$ cat config.mk
export PLATFORM = sky130hd
export DESIGN_NAME = pwrdn_seq
export DESIGN_NICKNAME = d
export VERILOG_FILES = /design/src/rtl/pwrdn_pkg.sv /design/src/rtl/pwrdn_sync.sv /design/src/rtl/pwrdn_settle_cnt.sv /design/src/rtl/pwrdn_hold_park.sv /design/src/rtl/pwrdn_seq.sv
export SDC_FILE = /design/constraint.sdc
export NUM_CORES = 1
export LEC_CHECK = 0
export BUFFER_PORTS_ARGS = -buffer_cell sky130_fd_sc_hd__clkbuf_2
export CAP_MARGIN = 20
export CORE_ASPECT_RATIO = 1.25
export CORE_MARGIN = 3
export CORE_UTILIZATION = 49
export CTS_CLUSTER_SIZE = 14
export DETAILED_ROUTE_END_ITERATION = 10
export PLACE_DENSITY = 0.67
export SYNTH_ARGS = -nofsm -noshare
export SYNTH_HDL_FRONTEND = slang
export SYNTH_SLANG_ARGS = --single-unit
$ cat constraint.sdc
create_clock -name clk -period 1.84 [get_ports clk]
set_input_delay 0.368 -clock clk [delete_from_list [all_inputs] [get_ports clk]]
set_output_delay 0.368 -clock clk [all_outputs]
set_load 0.005 [all_outputs]
$ cat src/rtl/pwrdn_pkg.sv
package pwrdn_pkg;
    typedef enum logic [2:0] {
        ST_RUN,
        ST_PARK_OUTPUTS,
        ST_WAIT_REF_LOW,
        ST_SHUTDOWN,
        ST_WAKE_OSC,
        ST_SETTLE,
        ST_RELEASE
    } pd_state_e;
endpackage

$ cat src/rtl/pwrdn_sync.sv
module pwrdn_sync #(
    parameter int   STAGES  = 2,
    parameter logic RST_VAL = 1'b1
) (
    input  logic clk,
    input  logic rst_n,
    input  logic d,
    output logic q
);
    logic [STAGES-1:0] chain;

    generate
        if (STAGES == 1) begin : g_single
            always_ff @(posedge clk or negedge rst_n) begin
                if (!rst_n) chain <= RST_VAL;
                else        chain <= d;
            end
        end else begin : g_multi
            always_ff @(posedge clk or negedge rst_n) begin
                if (!rst_n) chain <= {STAGES{RST_VAL}};
                else        chain <= {chain[STAGES-2:0], d};
            end
        end
    endgenerate

    assign q = chain[STAGES-1];
endmodule

$ cat src/rtl/pwrdn_settle_cnt.sv
module pwrdn_settle_cnt #(
    parameter int SETTLE_CYC = 2048
) (
    input  logic clk,
    input  logic rst_n,
    input  logic en,
    output logic done
);
    localparam int CW = (SETTLE_CYC > 2) ? $clog2(SETTLE_CYC) : 1;
    localparam logic [CW-1:0] LAST = CW'(SETTLE_CYC - 1);

    logic [CW-1:0] cnt;

    always_ff @(posedge clk or negedge rst_n) begin
        if (!rst_n)   cnt <= '0;
        else if (!en) cnt <= '0;
        else          cnt <= cnt + 1'b1;
    end

    assign done = en && (cnt == LAST);
endmodule

$ cat src/rtl/pwrdn_hold_park.sv
module pwrdn_hold_park #(
    parameter int N_GRP = 4
) (
    input  logic             clk,
    input  logic             rst_n,
    input  logic             park,
    output logic [N_GRP-1:0] hold
);
    generate
        for (genvar g = 0; g < N_GRP; g++) begin : g_grp
            logic hold_q;
            always_ff @(negedge clk or negedge rst_n) begin
                if (!rst_n) hold_q <= 1'b0;
                else        hold_q <= park;
            end
            assign hold[g] = hold_q;
        end
    endgenerate
endmodule

$ cat src/rtl/pwrdn_seq.sv
module pwrdn_seq #(
    parameter int N_GRP       = 4,
    parameter int N_VCO       = 2,
    parameter int SYNC_STAGES = 2,
    parameter int SETTLE_CYC  = 2048,
    parameter int REF_KHZ     = 14318
) (
    input  logic             clk,
    input  logic             rst_n,
    input  logic             pd_n,
    input  logic             ref_low_i,
    output logic [N_GRP-1:0] hold_o,
    output logic             osc_en_o,
    output logic [N_VCO-1:0] vco_en_o
);
    import pwrdn_pkg::*;

    localparam int WAKE_LIMIT = REF_KHZ * 3;

    pd_state_e state_q, state_d;
    logic      pd_n_sync;
    logic      req;
    logic      settle_done;
    logic      park;
    logic      osc_on;
    logic      vco_on;

    pwrdn_sync #(.STAGES(SYNC_STAGES), .RST_VAL(1'b1)) u_sync (
        .clk   (clk),
        .rst_n (rst_n),
        .d     (pd_n),
        .q     (pd_n_sync)
    );

    assign req = ~pd_n_sync;

    pwrdn_settle_cnt #(.SETTLE_CYC(SETTLE_CYC)) u_settle (
        .clk   (clk),
        .rst_n (rst_n),
        .en    (state_q == ST_SETTLE),
        .done  (settle_done)
    );

    always_comb begin
        state_d = state_q;
        unique case (state_q)
            ST_RUN:          if (req) state_d = ST_PARK_OUTPUTS;
            ST_PARK_OUTPUTS: state_d = ST_WAIT_REF_LOW;
            ST_WAIT_REF_LOW: if (ref_low_i) state_d = ST_SHUTDOWN;
            ST_SHUTDOWN:     if (!req) state_d = ST_WAKE_OSC;
            ST_WAKE_OSC:     state_d = ST_SETTLE;
            ST_SETTLE:       if (settle_done) state_d = ST_RELEASE;
            ST_RELEASE:      state_d = ST_RUN;
            default:         state_d = ST_RUN;
        endcase
    end

    always_ff @(posedge clk or negedge rst_n) begin
        if (!rst_n) state_q <= ST_RUN;
        else        state_q <= state_d;
    end

    always_comb begin
        park   = 1'b1;
        osc_on = 1'b1;
        vco_on = 1'b1;
        unique case (state_q)
            ST_RUN:          park = 1'b0;
            ST_PARK_OUTPUTS: ;
            ST_WAIT_REF_LOW: ;
            ST_SHUTDOWN:     begin osc_on = 1'b0; vco_on = 1'b0; end
            ST_WAKE_OSC:     vco_on = 1'b0;
            ST_SETTLE:       ;
            ST_RELEASE:      park = 1'b0;
            default:         park = 1'b0;
        endcase
    end

    pwrdn_hold_park #(.N_GRP(N_GRP)) u_park (
        .clk   (clk),
        .rst_n (rst_n),
        .park  (park),
        .hold  (hold_o)
    );

    assign osc_en_o = osc_on;
    assign vco_en_o = {N_VCO{vco_on}};
endmodule

# Word level (Yosys, flattened, before mapping)

Index checks and enable logic that the tools add are counted.

Flip-flop bits (word level): 17
Bits in latches: 0
Bits in writable memories: 0
ROM bits: 0
Bits of input ports: 4
Memories kept: 0

Add/subtract/negate cells: 1
$mul: 0
Divide/modulo/power cells: 0
Magnitude comparators: 0
Eq/ne operators: 10
Shifts and indexed selects: 0
Multiplexer cells: 9
Bitwise logic cells: 0
Reduce and logical (&&, ||, !) cells: 5

Operators by type and width:

| cell                                                             | number |
|---|---|
| 3-bit case mux with 6 select lines                               | 1 |
| 3-bit two-way mux                                                | 4 |
| 11-bit by 1-bit adder with 11-bit output (second input constant) | 1 |
| 11-bit == test (second input constant)                           | 1 |
| 11-bit two-way mux                                               | 1 |
| 3-bit by 2-bit == test with 1-bit output (second input constant) | 2 |
| 3-bit == test (second input constant)                            | 2 |
| 2-bit != test (second input constant)                            | 3 |
| 5-bit OR reduction                                               | 1 |
| 4-bit AND reduction                                              | 1 |
| 3-bit by 1-bit == test with 1-bit output (second input constant) | 1 |
| 3-bit zero test                                                  | 1 |
| 1-bit two-way mux                                                | 3 |
| 2-bit by 1-bit != test with 1-bit output (second input constant) | 1 |
| 2-bit OR reduction                                               | 1 |
| 1-bit logical AND                                                | 1 |

# Depth between registers and ports, before layout

Word-level depth: 4
Gate-level depth with buffers: 5

# Hierarchy

Synthesis repeated with hierarchy kept, for this count alone.

Cell total of the unflattened synthesis: 90
Area total of the unflattened synthesis: 913.4 µm²

Modules (own cells, without submodules):

| module           | instances | cells an instance | area each (µm²) |
|---|---|---|---|
| pwrdn_settle_cnt | 1         | 52                | 519.2 |
| pwrdn_seq        | 1         | 31                | 286.5 |
| pwrdn_hold_park  | 1         | 5                 | 55.1 |
| pwrdn_sync       | 1         | 2                 | 52.6 |

==> qor.yml <==
outcome: "finished, violations left"
violations: "setup timing"
ys_seq_elements: 17
start_util_pct: 52.7
post-route-util_pct: 58.2
cp.required_ns: 1.47
cts_root_buf: "clkbuf_4"
drt_pre_antenna_iters: 4
path_buf_inv: 1
power.internal_uw: 693
hp-class: "primary input to asynchronous set/reset pin"
p_switching_uw: 336
rows: 16
grt_pass1_vias: 615
vias: 646
antenna_found_initial: 0
port_buffers: 10
io_pins: 11
worstPathCellList: "clkbuf_2"
slew_viol_final: 0
syn_area_per_cell_um2: 10.0
dr.first_iter.drc_count: 19
r2r_end: "u_park.g_grp[3].hold_q$_DFF_NN0_"
pwr-share-clk_pct: 19.1
crit_start: "u_park.g_grp[3].hold_q$_DFF_NN0_"
grt_usage_pct: 14.7
place_area_um2: 890
synth_cell_types: 33
synth_ff_type: "dfrtp_1"
worst_pin_slew_ns: 0.334
ys_async_sr_fraction_pct: 100
crit_type: "flip-flop to primary output"
synthTopCellsByCount: "dfrtp_1 (14), a21oi_1 (8), buf_4 (6)"
grt_pass1_wl_um: 2540
syn_area_um2: 843
nets: 100
powerDensity_nw_per_um2: 1100
r2r_cells: 3
ys_top_cells_by_area: "dfrtp_1 (42%), dfstp_2 (6.2%), buf_4 (5.3%), a21oi_1 (4.7%), dfrtn_1 (3.0%)"
dieArea_um2: 2260
yosys_warnings: 0
worst_slack_ns: -0.305
wl_per_cell_um: 13.4
ir_worst_vdd_v: 0.000755
cp-endpoint: "hold_o[3]"
setup_viol: 4
ys_seq_area_share_pct: 50.7
cts_sinks: 17
overflow: 0
fill_cells: 145
r2r_start: "state_q[2]$_DFFE_PN0P_"
endpoint_kind: "primary output"
crit_cells: 1
crit_fanout: 4
clkLatencyLatePin_ns: 0.29
rsz0062_at_grt: "true"
syn_nets: 89
dieWidth_um: 43.1
max_stage_delay_ns: 0.45
syn_to_final_growth_pct: 10.5
synth_edf_count: 0
hold_viol_final: 0
fin_skew_ns: 0.00159
core_area_um2: 1600
htreeDepth: 1
arrival_ns: 1.78
slowest_stage: "dfrtn_1"
clk_path_buf_depth: 2
ff2ff_setup_slack_ns: 0.07
die_h_um: 52.4
synth_cells: 84
power.share.sequential_pct: 44.6
drive_gt1_share_pct: 27.7
maxCapViolations: 0
whs_ns: 0.0332
synth_top_area_share_pct: 41.5
routed_wl_um: 1500
totalPowerFinal_uw: 1030
fin_area_um2: 932
dp_hpwl_um: 1090
drc: 0
drt-vias-per-instance: 5.77
pwr-share-comb_pct: 36.3
synth.most_common_cell: "dfrtp_1"
drtAntennaViolNets: 0
cts-buffers-inserted: 3
hold_buffers: 0
gp_congestion: 0.742
diodes: 0
leakagePower_uw: 0.000421
cp_top_family: "flip-flops"
cts_tree: "yes"
critPathLaunchType: "flip-flop"
clk_pin_slew_ns: 0.09
yosys.area.top_type: "dfrtp_1"
grt_max_degree: 17
swShare_pct: 32.7
slew_headroom_pct: 77.7
## area by class of cell
class | instances | area, um2 | area share (%)
clock buffers | 4 | 26.3 | 2.82
inverters | 3 | 11.3 | 1.21
multi-input cells | 55 | 357 | 38.3
flip-flops and latches | 17 | 428 | 45.9
well taps | 18 | 22.5 | 2.42
repair buffers | 15 | 87.6 | 9.40
## worst min path at each step
stage                               from                        end  cells past startpoint
2_1_floorplan                      rst_n     state_q[0]$_DFFE_PN0P_                      0
3_3_place_gp   u_sync.chain[0]$_DFF_PN1_  u_sync.chain[1]$_DFF_PN1_                      0
3_5_place_dp   u_sync.chain[0]$_DFF_PN1_  u_sync.chain[1]$_DFF_PN1_                      0
4_1_cts                            rst_n  u_settle.cnt[5]$_DFF_PN0_                      2
5_1_grt                            rst_n  u_settle.cnt[4]$_DFF_PN0_                      2
6_report                           rst_n  u_settle.cnt[4]$_DFF_PN0_                      2
## stage by stage
stage / cells / setup TNS, ns / setup WS (ns)
detailed placement: 107 / -0.00971 / -0.00303
CTS: 111 / -1.28 / -0.321
global route: 112 / -1.39 / -0.346
floorplan: 84 / 0 / 0.0119
finish: 112 / -1.22 / -0.305
global placement: 107 / 0 / 0.0157
## layer usage
layer  up-vias  track usage (%)  part of all wire, %
met5         -                0                    0
met4         0             7.04                  1.5
met3         4             3.09                  3.1
met2        14             23.4                   53
met1       314             18.8                   43
li1        314                -                    -
## cell families after synthesis
family	count (synthesis)	synth area share (%)
muxes	1	1.19
and+or+nand+nor	33	23.1
AOI/OAI and AO/OA	17	12.3
DFF	17	50.7
xor gates and xnor gates	3	3.12
buffers and inverters	12	8.01
adders and majority gates	1	1.48
## cells in the final DEF, fill, tap and decap left out, types with 2 or more instances in the layout
cell type	count
dfstp_2	2
o21ai_0	3
and2_1	2
o31ai_1	2
clkbuf_4	3
a21oi_1	7
buf_4	5
nand3_1	5
dfrtp_1	14
nand2_1	5
or4_1	2
nand2b_1	3
clkbuf_2	10
or3_2	2
xnor2_1	2
inv_1	3
nor2_1	5
## worst reg2reg max path, cell delays in order (launching register included)
cell and delay (ns):
dfrtp_1 0.40, buf_4 0.15, nor3_2 0.09, a21oi_1 0.06
## repair_timing
item                       in CTS  in global routing
pin swaps                       0                  0
setup endpoints to repair       4                  6
gates resized for setup         0                  2
setup buffers                   0                  1
## power by group through the flow
| stage | registers [uW] | clock network, uW | logic (uW) |
|---|---|---|---|
| 3_5_place_dp | 467 | 0 | 342 |
| 5_1_grt | 465 | 224 | 420 |
| 2_1_floorplan | 448 | 0 | 297 |
| 6_report | 459 | 197 | 374 |
| 3_3_place_gp | 466 | 0 | 338 |
| 4_1_cts | 460 | 202 | 342 |
## registers in the layout, indices dropped and copies added, names as in the netlist
| register | flops |
|---|---|
| state_q | 3 |
| u_park.g_grp.hold_q | 1 |
| u_settle.cnt | 11 |
| u_sync.chain | 2 |
(Power assumes the default switching activity.)
